--- config.mk ---
export PLATFORM = sky130hd
export DESIGN_NAME = wdog_top
export DESIGN_NICKNAME = d
export VERILOG_FILES = /design/src/rtl/wdog_pkg.sv /design/src/rtl/wdog_counter.sv /design/src/rtl/wdog_resp.sv /design/src/rtl/wdog_top.sv
export SDC_FILE = /design/constraint.sdc
export NUM_CORES = 1
export LEC_CHECK = 0
export BUFFER_PORTS_ARGS = -buffer_cell sky130_fd_sc_hd__buf_2
export CORE_MARGIN = 4
export CORE_UTILIZATION = 42
export CTS_BUF_LIST = sky130_fd_sc_hd__clkbuf_8
export CTS_CLUSTER_DIAMETER = 60
export DETAILED_ROUTE_END_ITERATION = 8
export PLACE_DENSITY = 0.72
export SLEW_MARGIN = 20
export SYNTH_ARGS = -nofsm -noshare
export SYNTH_HDL_FRONTEND = slang
export SYNTH_SLANG_ARGS = --single-unit
--- constraint.sdc ---
create_clock -name clk -period 2.2 [get_ports clk]
set_input_delay 0 -clock clk [delete_from_list [all_inputs] [get_ports clk]]
set_output_delay 0 -clock clk [all_outputs]
set_load 0.01 [all_outputs]
--- src/rtl/wdog_pkg.sv ---
// wdog_pkg: shared types for the watchdog block.
// Assumes: one response-select encoding is used across all modules.
package wdog_pkg;
    typedef enum logic {
        RESP_RESET = 1'b0,
        RESP_IRQ   = 1'b1
    } resp_e;
endpackage

--- src/rtl/wdog_counter.sv ---
// wdog_counter: the down counter with its load, refresh and debug-hold
// reload. It flags the tick that takes the count from 1 to 0.
// Assumes: tick is a one-cycle strobe synchronous to clk; reload_val is static
// between uses.
module wdog_counter #(
    parameter int CNT_W    = 24,
    parameter int MIN_LOAD = 4
) (
    input  logic             clk,
    input  logic             rst_n,
    input  logic             en,
    input  logic             tick,
    input  logic             refresh,
    input  logic             dbg_hold,
    input  logic [CNT_W-1:0] reload_val,
    output logic [CNT_W-1:0] count,
    output logic             timeout_hit
);
    localparam logic [CNT_W-1:0] FLOOR = CNT_W'(MIN_LOAD);
    localparam logic [CNT_W-1:0] ONE   = CNT_W'(1);

    logic             armed;
    logic             reload_now;
    logic [CNT_W-1:0] load_val;

    // Clamp the reload value to the smallest legal count.
    always_comb load_val = (reload_val < FLOOR) ? FLOOR : reload_val;

    // Reload on first enable, on refresh, or every cycle under debug hold.
    always_comb reload_now = en && (!armed || refresh || dbg_hold);

    // A decrement that lands on zero is a timeout.
    always_comb timeout_hit = en && !reload_now && tick && (count == ONE);

    // Counter register: a reload takes priority over a tick; hold when disabled.
    always_ff @(posedge clk) begin
        if (!rst_n) begin
            count <= '0;
            armed <= 1'b0;
        end else begin
            armed <= en;
            if (reload_now)
                count <= load_val;
            else if (en && tick)
                count <= count - ONE;
        end
    end

    assert_load_floor_R2: assert property (@(posedge clk) disable iff (!rst_n)
        (en && !armed) |=> (count >= FLOOR));
    assert_hold_when_off_R3: assert property (@(posedge clk) disable iff (!rst_n)
        !en |=> $stable(count));
    assert_refresh_wins_R4: assert property (@(posedge clk) disable iff (!rst_n)
        (en && refresh && tick) |=> (count >= FLOOR));
endmodule

--- src/rtl/wdog_resp.sv ---
// wdog_resp: turns a timeout event into a reset or interrupt pulse, keeps the
// timeout and stop flags, and pulses the stop-mode wake request.
// Assumes: timeout_hit is never high on two consecutive cycles.
module wdog_resp
    import wdog_pkg::*;
(
    input  logic  clk,
    input  logic  rst_n,
    input  logic  timeout_hit,
    input  resp_e resp_sel,
    input  logic  stop_mode,
    input  logic  flag_clr,
    output logic  irq_req,
    output logic  rst_req,
    output logic  stop_wake,
    output logic  flag_to,
    output logic  flag_stop
);
    logic irq_hit;

    // A timeout in interrupt mode.
    always_comb irq_hit = timeout_hit && (resp_sel == RESP_IRQ);

    // One-cycle response pulses.
    always_ff @(posedge clk) begin
        if (!rst_n) begin
            irq_req   <= 1'b0;
            rst_req   <= 1'b0;
            stop_wake <= 1'b0;
        end else begin
            irq_req   <= irq_hit;
            rst_req   <= timeout_hit && (resp_sel == RESP_RESET);
            stop_wake <= irq_hit && stop_mode;
        end
    end

    // Sticky status flags; a timeout takes priority over a clear.
    always_ff @(posedge clk) begin
        if (!rst_n) begin
            flag_to   <= 1'b0;
            flag_stop <= 1'b0;
        end else begin
            if (irq_hit)       flag_to <= 1'b1;
            else if (flag_clr) flag_to <= 1'b0;
            if (irq_hit && stop_mode) flag_stop <= 1'b1;
            else if (flag_clr)        flag_stop <= 1'b0;
        end
    end

    assert_single_resp_R8: assert property (@(posedge clk) disable iff (!rst_n)
        $onehot0({irq_req, rst_req}));
    assert_irq_sets_flag_R6: assert property (@(posedge clk) disable iff (!rst_n)
        irq_req |-> flag_to);
    assert_irq_pulse_R6: assert property (@(posedge clk) disable iff (!rst_n)
        irq_req |=> !irq_req);
    assert_stop_implies_to_R9: assert property (@(posedge clk) disable iff (!rst_n)
        flag_stop |-> flag_to);
    assert_wake_with_irq_R9: assert property (@(posedge clk) disable iff (!rst_n)
        stop_wake |-> (irq_req && flag_stop));
    assert_clear_R10: assert property (@(posedge clk) disable iff (!rst_n)
        (flag_clr && !timeout_hit) |=> (!flag_to && !flag_stop));
endmodule

--- src/rtl/wdog_top.sv ---
// wdog_top: watchdog with a selectable timeout response. It joins the counter
// and the response logic.
// Assumes: tick comes from a slow timebase, already synchronised to clk;
// resp_sel is static during operation.
module wdog_top
    import wdog_pkg::*;
#(
    parameter int CNT_W    = 24,
    parameter int MIN_LOAD = 4
) (
    input  logic             clk,
    input  logic             rst_n,
    input  logic             en,
    input  logic             tick,
    input  logic             refresh,
    input  logic             dbg_hold,
    input  logic             stop_mode,
    input  logic             resp_sel,
    input  logic             flag_clr,
    input  logic [CNT_W-1:0] reload_val,
    output logic [CNT_W-1:0] count,
    output logic             irq_req,
    output logic             rst_req,
    output logic             stop_wake,
    output logic             flag_to,
    output logic             flag_stop
);
    logic  timeout_hit;
    resp_e resp_mode;

    // Map the raw select pin onto the response encoding.
    always_comb resp_mode = resp_e'(resp_sel);

    wdog_counter #(.CNT_W(CNT_W), .MIN_LOAD(MIN_LOAD)) u_counter (
        .clk(clk), .rst_n(rst_n), .en(en), .tick(tick), .refresh(refresh),
        .dbg_hold(dbg_hold), .reload_val(reload_val), .count(count),
        .timeout_hit(timeout_hit)
    );

    wdog_resp u_resp (
        .clk(clk), .rst_n(rst_n), .timeout_hit(timeout_hit),
        .resp_sel(resp_mode), .stop_mode(stop_mode), .flag_clr(flag_clr),
        .irq_req(irq_req), .rst_req(rst_req), .stop_wake(stop_wake),
        .flag_to(flag_to), .flag_stop(flag_stop)
    );

    assert_dbg_no_timeout_R5: assert property (@(posedge clk) disable iff (!rst_n)
        (en && dbg_hold) |=> (!irq_req && !rst_req));
endmodule

==> run metrics, run 1 <==
register area share after synthesis 34.1%; WHS 0.0133 ns; Synth Register Bits 30; CTS Buffer Depth 2; clk slew on worst S/H paths 0.06 ns; setup repair after global routing missed its margin true; Routability Congestion 0.910; synth top area cells dfxtp_1 (34%), nor4_1 (5.7%), nor2_1 (5.3%); Mapped Cells 221; status complete, but fails checks; Tot GR Track Use 24.1%; CP Max Fanout 6; final worst setup slack -0.00407 ns; worst hold path type in -> reg; CP Launch Type flop; Power Density 578 nW/um2; Sink Count 30; Die Wd 72.7 um; die footprint 5290 um2; Hold Path Origin reload_val[11]; Post-synth top flop dfxtp_1; largest net degree at the start of global routing 22; yosys warns 0; CP Capture Type flop; ys async rst share 0%; worst reg2reg path startpoint u_counter.count[1]; Commonest cells post-synth dfxtp_1 (30), nor2_1 (25), nor4_1 (16), nor3_1 (13), o21ai_0 (12); IO buf count 61; Crit Path Class reg -> reg; DP Area 2270 um2; Synth area leader dfxtp_1; row cnt 23; initial antenna violation count 0; layout cells sized above 1 34.8%; post-DP HPWL 4440 um; Pleak 1.05 nW; Tcrit/Tclk final 100%; syn_nets 256; worst slew pin tran 0.557 ns; R2R cell count 6; Die H 72.7 um; violated checks setup timing; worst-skew pair later-pin latency 0.28 ns; relative slew slack 62.5%; total gr overflow 0; post-synth cell types 49; I/O pin count 62; Final nets 345; starting DRC count in detailed routing 153; Initial Utilization 43.7%; vias 2175; DR WL/cell 17.1 um; Total Wirelength 6190 um; number of buffers created by CTS 5; crit path DAT 2.41 ns; number of global-route vias before repair 2088; worst reg2reg setup slack -0.004 ns; Post-Layout Inst Area 2470 um2; final setup vio count 1; post-DR vias/cell 6.02; Req. time, crit path 2.41 ns; Synth top area share 34.1%; H-tree depth 2; Max Clk Rate 454 MHz; Root Buffer clkbuf_8; Worst Hold Depth 3; Syn Std Cell Area 1760 um2; Clock Skew 0.00538 ns; Max rail drop VDD 0.000317 V; Max-cap violations 0; Mean Syn Cell Area 7.96 um2; EDFF count, synth 0; core area 4030 um2; Fin. Hold Viols 0; TritonRoute pass-1 iters 4; TritonCTS clock tree yes; first-pass GRT wire length 9960 um; top-count cell post-synth dfxtp_1; synthesis-to-layout area growth 40.2%; min Tclk post-route 2.20 ns; endpoint of the worst register-to-register path u_counter.count[18]; Hold Path Sink u_counter.count[11]; DRC viols 0; fin. max-slew vios 0; antenna-violating nets left 0
## flip-flops by register name (all words and copies together), names as in the netlist
register	cells
u_counter.armed	1
u_counter.count	24
u_resp.flag_stop	1
u_resp.flag_to	1
u_resp.irq_req	1
u_resp.rst_req	1
u_resp.stop_wake	1
## cells in the final DEF, fill, tap and decap left out, drive strengths merged, types with 2 or more instances in the layout
cell         count
a311oi           5
ha               2
buf             88
and3             4
a21oi            7
o31ai            3
or4b             2
o311a            2
a221o            3
xor2             3
nand3            4
nor2            25
nor3            13
dlygate4sd3      6
o31a             2
nor4            16
o21ai           15
nand2           10
a31oi            7
a2111oi          2
nand4            4
inv             10
clkbuf           5
or3              8
o311ai           2
xnor2            2
or2              2
or4              9
dfxtp           30
a211oi           5
## metal layers
layer	up-vias	track usage, %	routed length [um]
met4	0	9.63	121
met2	110	38.0	2910
met3	17	6.61	520
met1	996	31.0	2640
met5	-	0	0
li1	1052	-	-
## repair_timing
item                       4_1_cts  5_1_grt
hold buffers                     6        0
hold endpoints to repair         8        0
resized for setup                0       10
buffers inserted                 0        3
setup endpoints to repair        0        5
## cell families (layout without fill, tap and decap cells)
| family | after synthesis | after routing | synth area share (%) |
|---|---|---|---|
| AND/OR/NAND/NOR | 103 | 103 | 32.4 |
| AO/OA/AOI/OAI | 61 | 61 | 24.8 |
| flip-flops | 30 | 30 | 34.1 |
| buffers and inverters | 20 | 109 | 4.77 |
| XOR/XNOR | 5 | 5 | 2.49 |
| adder cells (fa/ha/maj) | 2 | 2 | 1.42 |
| other | 0 | 1 | 0 |
## worst max-delay path: stages, from the launching register on
cell and delay [ns]:
dfxtp_2 0.32, inv_2 0.07, ha_4 0.14, or4b_4 0.50, or4b_4 0.56, or3_4 0.40
a31oi_1 0.13
## area by class of cell
class	instances	area [um2]
tap	50	62.6
antenna	1	2.50
clock buffer	5	68.8
sequential	30	603
timing repair buffer	94	581
fill	377	1560
inverter	8	30.0
clock inverter	2	7.51
multi-input combinational	171	1110
## power by group
group          internal (mW)  switching, mW  total, mW
combinational          0.182          0.219      0.401
clock                  0.208          0.201      0.409
sequential             0.580         0.0352      0.615
total                  0.970          0.455       1.42
## metrics by stage
step	setup WS, ns	util, %	power [mW]	std cells	setup TNS [ns]
6_report	-0.00407	61.2	1.42	361	-0.00407
5_1_grt	-0.0629	61.1	1.48	360	-0.0692
4_1_cts	0.0325	59.7	1.40	357	0
3_5_place_dp	0.0558	56.3	0.992	344	0
3_3_place_gp	0.0867	56.3	0.987	344	0
2_1_floorplan	0.0164	-	0.822	221	0
## worst max-delay path by stage
stage | startpoint | to | slack [ns] | cells after the start
2_1_floorplan | u_counter.count[0] | u_counter.count[20] | 0.02 | 6
3_3_place_gp | u_counter.count[1] | u_counter.count[18] | 0.09 | 6
3_5_place_dp | u_counter.count[1] | u_counter.count[18] | 0.06 | 6
4_1_cts | u_counter.count[1] | u_counter.count[18] | 0.03 | 6
5_1_grt | u_counter.count[1] | u_counter.count[18] | -0.06 | 6
6_report | u_counter.count[1] | u_counter.count[18] | -0.004 | 6
No activity file was read; power rests on OpenSTA's default activity.
==> run 2, diff against run 1 <==
- CORE_MARGIN: 4 -> 2
- CTS_CLUSTER_SIZE: not set -> 30
- PLACE_DENSITY: 0.72 -> 0.71
- SYNTH_HIERARCHICAL: not set -> 1
==> run 2 against run 1 <==
Net effect: the flow now finishes without violations; sequential power increased by 1%; total power increased by 4.6%; register-to-register slack better by 0.23 ns; critical path type unchanged.
==> run metrics, run 2 <==
status finished, final reports clean; Post-Layout Inst Area 2380 um2 (-3.5%); Int Power 1.03 mW (+6.6%); pre-CTS WS 0.278 ns (+0.222 ns); post-cts resize count 0 (unchanged); CTS Hold Buffers Added 1 (-5); final worst setup slack 0.221 ns (+0.225 ns); first-pass GRT wire length 9430 um (-5.4%); DR WL/cell 16.4 um (-4.1%); antenna-violating nets left 0 (unchanged); worst slew pin tran 0.624 ns (+0.0676 ns); largest net degree at the start of global routing 24 (+9.1%); total gr overflow 0 (unchanged); Combinational Power Share 22.3% (-5.8 points); most frequent cells in the layout buf_2 (61), dfxtp_1 (30), nand2_1 (20), o21ai_0 (18), nor2_1 (14); Synth Register Bits 30 (unchanged); Initial Utilization 42.9% (-0.80 points); setup_tns 0 ns (+0.00407 ns); TritonRoute pass-1 iters 4 (unchanged); CTS Buffer Depth 2 (unchanged); CP Launch Type flop; Hold Path Origin reload_val[0]; number of global-route vias before repair 1922 (-8.0%); post-DP HPWL 4220 um (-4.9%); Req. time, crit path 2.43 ns (+0.02 ns); Max-cap violations 0 (unchanged); DRC viols 0 (unchanged); WHS 0.000403 ns (-0.0129 ns); register area share after synthesis 32.6% (-1.5 points); worst-skew pair later-pin latency 0.29 ns (about the same); setup repair after global routing missed its margin false; worst reg2reg path startpoint u_counter/count[9]; Worst Hold Depth 3 (unchanged); die footprint 4930 um2 (-6.8%); min Tclk post-route 1.98 ns (-0.225 ns); Routability Congestion 0.848 (-6.8%); Biggest register u_counter/count; fillers 413 (+9.5%); yosys warns 6 (+6); crit path DAT 2.21 ns (-0.20 ns); Crit Path Class reg -> reg; Die H 70.2 um (-3.5%); top-count cell post-synth dfxtp_1; starting DRC count in detailed routing 165 (+7.8%); ys async rst share 0% (unchanged); Power Density 626 nW/um2 (+8.3%); layout cells sized above 1 30.8% (-4.0 points); Hold Path Sink u_counter/count[0]; Mapped Cells 223 (+0.90%); commonest non-fill, non-tap cell in the layout buf_2; endpoint of the worst register-to-register path u_resp/flag_stop; R2R cell count 6 (unchanged); core area 4290 um2 (+6.6%); row cnt 24 (+4.3%); Die Wd 70.2 um (-3.5%); Clock power frac 35.9% (+7.2 points); Tcrit/Tclk final 89.9% (-10 points); CP Max Fanout 7 (+1); Mean Syn Cell Area 8.25 um2 (+3.7%); post-DR vias/cell 6.02 (about the same); Syn Std Cell Area 1840 um2 (+4.6%); share of power burned in registers 41.7% (-1.5 points); synth top area cells dfxtp_1 (33%), o21ai_0 (4.9%), a31oi_1 (4.1%); worst hold path type in -> reg; Tot GR Track Use 24.0% (-0.028 points); Commonest cells post-synth dfxtp_1 (30), nand2_1 (20), o21ai_0 (18), nor2_1 (14), a31oi_1 (12); synthesis-to-layout area growth 29.4%; Sink Count 30 (unchanged); vias 2089 (-4.0%); EDFF count, synth 0 (unchanged); CP Capture Type flop; post-CTS setup buffers 0 (unchanged); initial antenna violation count 0 (unchanged); relative slew slack 58.2% (-4.3 points); Power Total 1.49 mW (+4.6%); Net Sw Power 456 uW (+0.16%); final setup vio count 0 (-1); Synth top area share 32.6% (-1.5 points); TritonCTS clock tree yes; clk slew on worst S/H paths 0.07 ns (about the same); Post-synth top flop dfxtp_1; sw frac 30.6% (-1.3 points); I/O pin count 62 (unchanged); Pleak 1.00 nW (-4.3%); IO buf count 61 (unchanged); syn_nets 258 (+0.78%); n_diodes 0 (-1); post-synth cell types 55 (+12%); number of flip-flops under the largest register name 24 (unchanged); Total Wirelength 5710 um (-7.8%); Final nets 329 (-4.6%); Root Buffer clkbuf_8; Max rail drop VDD 0.000360 V (+13%); number of buffers created by CTS 5 (unchanged); Clock Skew 0.00552 ns (+0.000141 ns); H-tree depth 2 (unchanged); fin. max-slew vios 0 (unchanged); Synth area leader dfxtp_1; DP Area 2260 um2 (-0.39%); worst reg2reg setup slack 0.22 ns (+0.23 ns); Fin. Hold Viols 0 (unchanged); Max Clk Rate 505 MHz (+11%)
==> run 2: kinds of logic (layout without fill, tap and decap cells) <==
family,after synthesis,after routing,share of synthesized area (%)
AND/OR/NAND/NOR,108,108,36.5
AO/OA/AOI/OAI,62,62,23.7
flip-flops,30,30,32.6
buffers and inverters,16,88,3.40
XOR/XNOR,5,5,2.38
adder cells (fa/ha/maj),2,2,1.36
==> run 2: how the worst max path moves through the flow <==
| stage | from | cells past startpoint | end |
|---|---|---|---|
| floorplan | u_counter/armed | 7 | u_resp/flag_stop |
| global placement | u_counter/count[9] | 6 | u_resp/flag_stop |
| detailed placement | u_counter/count[9] | 6 | u_resp/flag_stop |
| CTS | u_counter/count[9] | 6 | u_resp/flag_stop |
| global route | u_counter/count[9] | 6 | u_resp/flag_stop |
| finish | u_counter/count[9] | 6 | u_resp/flag_stop |
==> run 2: worst max-delay path: stages (launching register included) <==
cell and delay (ns):
dfxtp_1 0.39, nor4_4 0.46, and2_2 0.27, nand2_1 0.06
nor3_1 0.36, and4_4 0.30, a31o_1 0.09
==> run 2: per-stage QoR <==
step                      instances  util (%)
final                           347      55.4
after global routing            347      55.4
after CTS                       347      55.4
after detailed placement        338      52.7
after global placement          338      52.7
after floorplan                 223         -
==> run 2: final cells by class <==
type                       instances  area [um2]  area share (%)
sequential                        30         601            25.2
inverter                           6        22.5           0.946
clock buffer                       8         110            4.62
tap                               52        65.1            2.73
timing repair buffer              74         405            17.0
multi-input combinational        177        1180            49.4
==> run 2: power by group through the flow <==
stage                     combinational [mW]  clock [mW]  sequential [mW]
after detailed placement               0.325           0            0.633
after global placement                 0.325           0            0.632
after floorplan                        0.181           0            0.642
after global routing                   0.365       0.568            0.628
final                                  0.333       0.535            0.622
after CTS                              0.329       0.541            0.621
==> run 2: layer usage <==
layer  part of all wire [%]  routed length [um]  GRT usage (%)
met3                    8.3                 473           5.05
met1                     45                2570           34.3
met2                     45                2590           36.4
met5                      0                   0              0
met4                    1.3                  76           7.26
==> run 3, diff against run 2 <==
- PLACE_DENSITY: 0.71 -> 0.69
- SLEW_MARGIN: 20 -> 30
- clock period: 2.2 -> 2.3 ns (I/O delays scaled with it)
==> run 3 against run 2 <==
Net effect: the flow now finishes with violations (hold timing); clock power is 16% lower; worst setup slack better by 0.077 ns; count of clock-buffer cells in the layout shrank 2; clock skew up 0.0016 ns; critical path depth stayed put; critical endpoint unchanged.
==> run metrics, run 3 (synthesized netlist as in run 2, its figures left out) <==
status complete, but fails checks; violated checks hold timing; Pleak 0.997 nW (-0.70%); Root Buffer clkbuf_8; CP Launch Type flop; Fin. Hold Viols 1 (+1); Post-Layout Inst Area 2370 um2 (-0.47%); min Tclk post-route 2.00 ns (+0.0229 ns); antenna-violating nets left 0 (unchanged); WHS -0.00124 ns (-0.00165 ns); Max-cap violations 0 (unchanged); number of flip-flops under the largest register name 24 (unchanged); n_diodes 0 (unchanged); CTS Buffer Depth 2 (unchanged); Tot GR Track Use 23.5% (-0.51 points); vias 2127 (+1.8%); Initial Utilization 42.9% (unchanged); Sink Count 30 (unchanged); Final nets 329 (unchanged); worst slew pin tran 0.603 ns (-0.0213 ns); Clock Skew 0.00710 ns (+0.00158 ns); worst-skew pair later-pin latency 0.29 ns (about the same); TritonRoute pass-1 iters 4 (unchanged); commonest non-fill, non-tap cell in the layout buf_2; synthesis-to-layout area growth 28.8%; total gr overflow 0 (unchanged); setup repair after global routing missed its margin false; relative slew slack 59.6% (+1.4 points); Req. time, crit path 2.54 ns (+0.11 ns); Die Wd 70.2 um (unchanged); row cnt 24 (unchanged); Total Wirelength 5790 um (+1.5%); core area 4290 um2 (unchanged); Biggest register u_counter/count; setup_tns 0 ns (unchanged); first-pass GRT wire length 9250 um (-1.8%); post-DR vias/cell 6.13 (+1.8%); die footprint 4930 um2 (unchanged); post-DP HPWL 4150 um (-1.6%); clk slew on worst S/H paths 0.07 ns (about the same); IO buf count 61 (unchanged); I/O pin count 62 (unchanged); fin. max-slew vios 0 (unchanged); CP Capture Type flop; DP Area 2240 um2 (-1.0%); Crit Path Class reg -> reg; initial antenna violation count 0 (unchanged); TritonCTS clock tree yes; starting DRC count in detailed routing 140 (-15%); Tcrit/Tclk final 87.0% (-2.9 points); Routability Congestion 0.892 (+5.2%); CP Max Fanout 7 (unchanged); H-tree depth 2 (unchanged); most frequent cells in the layout buf_2 (61), dfxtp_1 (30), nand2_1 (20), o21ai_0 (18), nor2_1 (14); Die H 70.2 um (unchanged); crit path DAT 2.24 ns (+0.03 ns); worst hold path type in -> reg; number of global-route vias before repair 1839 (-4.3%); layout cells sized above 1 29.5% (-1.4 points); Power Density 575 nW/um2 (-8.1%); DRC viols 0 (unchanged); DR WL/cell 16.7 um (+1.5%); largest net degree at the start of global routing 25 (+4.2%); number of buffers created by CTS 5 (unchanged); Max rail drop VDD 0.000277 V (-23%); Max Clk Rate 500 MHz (-1.1%); final setup vio count 0 (unchanged); post-CTS setup buffers 0 (unchanged)
-- run 3: changes by cell type in the layout (fill, tap and decap cells not counted), sizes merged --
cell,before,now
buf,73,70
inv,6,7
clkinv,0,1
clkbuf,8,6
dlygate4sd3,1,4
-- run 3: per-layer routing --
metal / track usage (%) / vias up / routed length, um / part of all wire (%)
met5: 0 / - / 0 / 0
met4: 10.3 / 0 / 121 / 2.1
met3: 4.91 / 12 / 461 / 8.0
met2: 35.1 / 103 / 2610 / 45
met1: 32.7 / 996 / 2600 / 45
li1: - / 1016 / - / -
-- run 3: final timing paths --
check / startpoint / to / slack [ns] / cells after the start
worst max-delay path: u_counter/count[9] / u_resp/flag_stop / 0.30 / 6
worst min-delay path: flag_clr / u_resp/flag_to / -0.001 / 3
worst max register to register: u_counter/count[9] / u_resp/flag_stop / 0.30 / 6
worst min register to register: u_resp/flag_stop / u_resp/flag_stop / 0.48 / 1
-- run 3: critical path, stage by stage, from the launching register on --
cell	delay, ns
dfxtp_1	0.39
nor4_4	0.47
and2_2	0.27
nand2_1	0.06
nor3_1	0.37
and4_4	0.30
a31o_1	0.09
-- run 3: final cells by class --
class,count,area [um2]
repair buffers,74,413
well taps,52,65.1
multi-input cells,177,1180
clock inverters,2,8.76
flip-flops and latches,30,601
inverters,6,22.5
fillers,429,1920
clock buffers,6,82.6
-- run 3: power by group --
part           internal [mW]  switching (mW)
sequential             0.550          0.0474
combinational          0.136           0.181
clock                  0.237           0.212
-- run 3: per-stage QoR --
| step | worst slack, ns | cells | util, % | total power [mW] | hold WS, ns |
|---|---|---|---|---|---|
| after global routing | 0.150 | 347 | 55.2 | 1.42 | 0.0200 |
| after detailed placement | 0.373 | 335 | 52.1 | 0.912 | 0.279 |
| after global placement | 0.452 | 335 | 52.1 | 0.911 | 0.292 |
| after CTS | 0.344 | 347 | 55.2 | 1.36 | 0.00527 |
| after floorplan | 0.407 | 223 | - | 0.787 | 0.146 |
| final | 0.298 | 347 | 55.2 | 1.36 | -0.00124 |
-- run 3: repair_timing --
| action | 4_1_cts | 5_1_grt |
|---|---|---|
| hold buffers | 4 | 0 |
| setup endpoints to repair | 0 | 0 |
| endpoints found under the hold margin | 4 | 0 |
| resized for setup | 0 | 0 |
